## src/rtl/wf_pkg.sv

```systemverilog
package wf_pkg;
    localparam int CTL_W       = 8;
    localparam int CTL_READ    = 2;
    localparam int CTL_CRC     = 4;
    localparam int CTL_ARM     = 6;
    localparam int CTL_IRQ_EN  = 7;
    typedef logic [CTL_W-1:0] ctl_t;
endpackage

```

## src/rtl/wf_crc_step.sv

```systemverilog
module wf_crc_step #(
    parameter int          W    = 16,
    parameter logic [W-1:0] POLY = 16'h8408
) (
    input  logic [W-1:0] crc_i,
    input  logic         bit_i,
    output logic [W-1:0] crc_o
);
    logic [W-1:0] shifted;
    always_comb begin
        shifted = crc_i >> 1;
        crc_o   = (crc_i[0] ^ bit_i) ? (shifted ^ POLY) : shifted;
    end
endmodule

```

## src/rtl/wf_bit_pick.sv

```systemverilog
module wf_bit_pick #(
    parameter int W     = 8,
    parameter int IDX_W = $clog2(W)
) (
    input  logic [W-1:0]     word_i,
    input  logic [IDX_W-1:0] idx_i,
    output logic             bit_o
);
    always_comb bit_o = word_i[idx_i];
endmodule

```

## src/rtl/disk_write_framer.sv

```systemverilog
module disk_write_framer
    import wf_pkg::*;
#(
    parameter int                DATA_W   = 8,
    parameter int                CRC_W    = 16,
    parameter logic [CRC_W-1:0]  CRC_POLY = 16'h8408
) (
    input  logic              clk,
    input  logic              rst_n,
    input  logic              bit_stb,
    input  logic              latch_we,
    input  logic [DATA_W-1:0] latch_wdata,
    input  logic              ctrl_we,
    input  logic [CTL_W-1:0]  ctrl_wdata,
    input  logic              write_protect,
    input  logic              xfer_reset,
    output logic              wr_bit,
    output logic              wr_en,
    output logic              byte_rdy,
    output logic              irq
);
    localparam int IDX_W = (DATA_W > 1) ? $clog2(DATA_W) : 1;
    localparam logic [IDX_W-1:0] IDX_LAST = IDX_W'(DATA_W - 1);

    typedef struct packed {
        logic [DATA_W-1:0] shift;
        logic [DATA_W-1:0] latch;
        logic [IDX_W-1:0]  idx;
        logic [CRC_W-1:0]  crc;
        logic              crc_on;
        logic              armed;
        ctl_t              ctl;
        logic              rdy;
        logic              irq;
        logic              wbit;
    } fr_state_t;

    fr_state_t s_d, s_q;

    logic             cur_bit;
    logic [CRC_W-1:0] crc_step;
    logic             armed_w;
    ctl_t             ctl_w;

    wf_bit_pick #(.W(DATA_W), .IDX_W(IDX_W)) u_pick (
        .word_i (s_q.shift),
        .idx_i  (s_q.idx),
        .bit_o  (cur_bit)
    );

    wf_crc_step #(.W(CRC_W), .POLY(CRC_POLY)) u_crc (
        .crc_i  (s_q.crc),
        .bit_i  (cur_bit),
        .crc_o  (crc_step)
    );

    always_comb begin
        logic             move;
        logic [CRC_W-1:0] crc_adv;
        s_d     = s_q;
        move    = bit_stb && !s_q.ctl[CTL_READ] && !xfer_reset && !write_protect;
        crc_adv = s_q.crc_on ? crc_step : s_q.crc;

        if (move) begin
            if (!s_q.armed) begin
                s_d.wbit = 1'b0;
            end else begin
                s_d.wbit = cur_bit;
                s_d.crc  = crc_adv;
                if (s_q.idx == IDX_LAST) begin
                    s_d.idx   = '0;
                    s_d.shift = s_q.latch;
                    s_d.rdy   = 1'b1;
                    if (s_q.ctl[CTL_IRQ_EN]) s_d.irq = 1'b1;
                    if (s_q.ctl[CTL_CRC]) begin
                        if (crc_adv == '0) begin
                            s_d.ctl[CTL_CRC] = 1'b0;
                            s_d.latch        = '0;
                        end
                        s_d.shift  = crc_adv[DATA_W-1:0];
                        s_d.crc    = crc_adv >> DATA_W;
                        s_d.crc_on = 1'b0;
                    end
                end else begin
                    s_d.idx = s_q.idx + 1'b1;
                end
            end
        end

        if (latch_we) begin
            s_d.latch = latch_wdata;
            s_d.rdy   = 1'b0;
        end

        if (ctrl_we) begin
            s_d.irq = 1'b0;
            if (!ctrl_wdata[CTL_ARM]) begin
                s_d.armed = 1'b0;
            end else if (!s_q.ctl[CTL_ARM]) begin
                s_d.armed = 1'b1;
                if (!ctrl_wdata[CTL_READ]) begin
                    s_d.idx    = '0;
                    s_d.shift  = s_d.latch;
                    s_d.rdy    = 1'b1;
                    s_d.crc    = '0;
                    s_d.crc_on = 1'b1;
                end
            end
            s_d.ctl = ctrl_wdata;
        end
    end

    always_ff @(posedge clk) begin
        if (!rst_n) s_q <= '0;
        else        s_q <= s_d;
    end

    assign wr_bit   = s_q.wbit;
    assign byte_rdy = s_q.rdy;
    assign irq      = s_q.irq;
    assign wr_en    = !s_q.ctl[CTL_READ] && !write_protect && !xfer_reset;
    assign armed_w  = s_q.armed;
    assign ctl_w    = s_q.ctl;
endmodule

```

## config.mk

```make
export PLATFORM = sky130hd
export DESIGN_NAME = disk_write_framer
export DESIGN_NICKNAME = d
export VERILOG_FILES = /design/src/rtl/wf_pkg.sv /design/src/rtl/wf_crc_step.sv /design/src/rtl/wf_bit_pick.sv /design/src/rtl/disk_write_framer.sv
export SDC_FILE = /design/constraint.sdc
export NUM_CORES = 1
export LEC_CHECK = 0
export ABC_CLOCK_PERIOD_IN_PS = 8420
export BUFFER_PORTS_ARGS = -buffer_cell sky130_fd_sc_hd__clkbuf_2
export CORE_AREA = 5 5 55 105
export DETAILED_ROUTE_END_ITERATION = 8
export DIE_AREA = 0 0 60 110
export HOLD_SLACK_MARGIN = 0.03
export PLACE_DENSITY = 0.72
export SLEW_MARGIN = 20
export SYNTH_ARGS = -nofsm -noshare
export SYNTH_HDL_FRONTEND = slang
export SYNTH_HIERARCHICAL = 1
export SYNTH_SLANG_ARGS = --single-unit
export TNS_END_PERCENT = 20
```

## constraint.sdc

```tcl
create_clock -name clk -period 8.42 [get_ports clk]
set_input_delay 0.842 -clock clk [delete_from_list [all_inputs] [get_ports clk]]
set_output_delay 0.842 -clock clk [all_outputs]
set_load 0.005 [all_outputs]
```

==> results.py <==
metrics = {
    "run_status": {
        "outcome": "complete, no violations",
    },
    "grt": {
        "grt_max_degree": 24,
        "antenna_found_initial": 0,
        "grt.total_usage_pct": 18.47,
        "first_global_vias": 2087,
        "grt_pass1_wl_um": 9397,
        "grt_overflow_total": 0,
    },
    "synthesis": {
        "synth_top_family_by_area": "simple AND/OR/NAND/NOR gates",
        "syn_inst": 285,
        "synth-async-reset-ratio_pct": 0,
        "ys_seq_area_share_pct": 34.80,
        "synthXorXnorAreaFrac_pct": 2.570,
        "ys_ff_latch": 44,
        "netlist_area_mm2": 0.002531,
        "synthAdderAreaFrac_pct": 0.9886,
        "yosysWarnings": 6,
        "synth_nets": 310,
        "synth.area.top_cells": "dfxtp_1, a21oi_1, mux2i_1, nand2_1, buf_4",
        "yosys.area.top_type_share_pct": 34.80,
        "synth_simple_gate_area_share_pct": 20.76,
        "synth_most_common_cell": "dfxtp_1",
        "synth-main-ff-cell": "dfxtp_1",
        "synth_compound_area_share_pct": 18.98,
        "synth_edf_count": 0,
        "yosysTopAreaCell": "dfxtp_1",
        "synthMuxAreaShare_pct": 14.63,
        "synth_common_cells": "dfxtp_1, a21oi_1, nand2_1",
        "synth_cell_types": 50,
        "syn_avg_cell_area_um2": 8.881,
    },
    "sta": {
        "final_hold_viol_count": 0,
        "final_max_slew_viol_count": 0,
        "worstMarginPinSlew_ns": 0.8266,
        "fin_hold_ws_ns": 0.4702,
        "period_minus_slack_ns": 3.499,
        "slew-limit-headroom_pct": 44.76,
        "fin_skew_ns": 0.01379,
        "fin_tns_setup_ns": 0,
        "min_period_over_period_pct": 41.56,
        "fmax_mhz": 285.8,
        "setup_viol": 0,
        "rsz0062_at_grt": "no",
    },
    "cts": {
        "cts.reportedPaths.clkPinSlew_ns": 0.09,
        "tritoncts.num_buffers": 5,
        "htree_levels": 2,
        "clock_sinks": 44,
        "cts_tree": "built",
        "root_buffer": "clkbuf_8",
        "cts_setup_buffers": 0,
        "clock_path_buffers": 2,
        "cts_resized": 0,
        "hold_buffers": 0,
        "clk_latency_ns": 0.30,
    },
    "setup_path": {
        "crit_family": "multiplexers",
        "worstSetupStartpointType": "flip-flop",
        "worstSetupStartpoint": "s_q[29]",
        "worstPathRequired_ns": 8.57,
        "crit_type": "reg -> reg",
        "arrival_ns": 3.65,
        "cp_max_fo": 8,
        "max_stage_delay_ns": 0.59,
        "crit_slowest_cell": "mux4_1",
        "crit_path_end_kind": "flip-flop",
        "worst-path-buf-inv": 0,
        "reg2reg_from": "s_q[29]",
        "path_cells": "mux4_1 -> mux2_2 -> xor3_1 -> or4b_1 -> o22ai_4 -> nand4_4 -> o41ai_4 -> a21oi_1",
    },
    "detailed_routing": {
        "drtIter0Drc": 36,
        "antenna_left": 0,
        "num_vias": 1986,
        "wl_um": 5456,
        "drt-vias-per-instance": 5.790,
        "drt_pass1_iterations": 4,
        "wl_per_cell_um": 15.91,
        "drc_errors": 0,
    },
    "hold_path": {
        "hold_path.class": "reg -> reg",
        "hold_start": "wr_bit",
    },
    "power": {
        "vdd_ir_drop_max_mv": 0.1496,
        "combPwrFrac_pct": 8.8,
        "p_per_area_mw_per_mm2": 162.7,
        "sw_frac_of_total_pct": 22.75,
        "p_sw_uw": 98.82,
        "pwr-share-clk_pct": 40.8,
        "internal_power_uw": 335.5,
        "power_frac_seq_pct": 50.4,
        "leakage_uw": 0.0009893,
    },
    "final_layout": {
        "fin_nets": 310,
        "drive_gt1_share_pct": 17.83,
        "layout.cells.non_filler": 343,
        "final_util_pct": 54.89,
        "syn_to_final_growth_pct": 5.487,
        "design_area_mm2": 0.002670,
        "n_antenna_cell": 0,
    },
    "place": {
        "hpwl_um": 4117,
        "numPortBuffers": 22,
        "dp_cells": 335,
        "place_area_mm2": 0.002544,
        "place.gp.congestion": 0.7888,
    },
    "floorplanning": {
        "start_util_pct": 52.03,
        "design.core.area_mm2": 0.004865,
        "die_x_um": 60,
        "dieArea_mm2": 0.006600,
        "rows": 36,
        "io_pins": 27,
        "die_height_um": 110,
    },
    "run": {
        "cap_viol_max_count": 0,
    },
}
-- power by group through the flow --
stage	Clock (uW)	Sequential, uW	Combinational [uW]
6_report	177	219	38.2
5_1_grt	187	220	43.2
4_1_cts	180	219	38.5
3_5_place_dp	0	224	38.4
3_3_place_gp	0	223	37.4
2_1_floorplan	0	221	30.1
-- area by class of cell --
class | instances | area (um^2)
inverters | 2 | 7.507
fillers | 480 | 2195
clock buffers | 7 | 96.34
flip-flops and latches | 44 | 880.8
repair buffers | 23 | 117.6
well taps | 57 | 71.32
multi-input cells | 209 | 1466
clock inverters | 1 | 30.03
-- cell usage in the layout (no fill, tap or decap), drive strengths merged, types with 2 or more instances in the layout --
master,count
nand2b,5
nand2,29
inv,2
nor2,24
nand3,5
o21ai,10
nor3b,2
o21bai,4
mux4,6
nand3b,2
and3,2
mux2i,16
mux2,6
nor2b,12
and2,2
ha,2
a22oi,6
clkbuf,29
nand4,3
dfxtp,44
a211oi,4
o22ai,5
or2,4
a21oi,38
xor3,2
nor3,5
-- tightest hold or removal path, stage by stage, from the launching register on --
cell and delay (ns):
dfxtp_1 0.32, nand2_1 0.05, a21boi_0 0.06
-- registers in the layout, summed over array words and instances, names as in the netlist --
name and cells:
s_q 36, ctl_w 4, armed_w 1, byte_rdy 1, irq 1, wr_bit 1
-- metrics by stage --
stage / total power [uW] / setup slack, ns
after floorplan: 250.8 / 5.318
after global placement: 260.9 / 4.969
after detailed placement: 262.1 / 4.924
after CTS: 437.4 / 4.888
after global routing: 450.4 / 4.709
final: 434.3 / 4.921
-- final timing paths --
path | to | slack [ns] | cells past startpoint
worst max-delay path | s_q[36] | 4.92 | 8
worst max register to register | s_q[36] | 4.92 | 8
worst min register to register | wr_bit | 0.47 | 2
worst min-delay path | wr_bit | 0.47 | 2
-- logic make-up (layout without fill, tap and decap cells) --
family | count (synthesis) | in the layout
fa+ha+maj | 2 | 2
flops | 44 | 44
compound gates | 75 | 75
xor+xnor | 4 | 4
buf+inv | 32 | 33
mux | 28 | 28
simple gates | 100 | 100
-- metal layers --
metal	global-route usage (%)	vias to the layer above	wire (um)	part of all wire, %
li1	-	1005	-	-
met1	18.48	937	2095	38
met2	35.14	31	3073	56
met3	2.797	13	137	2.5
met4	8.875	0	150	2.7
met5	0	-	0	0
(Power assumes the default switching activity.)
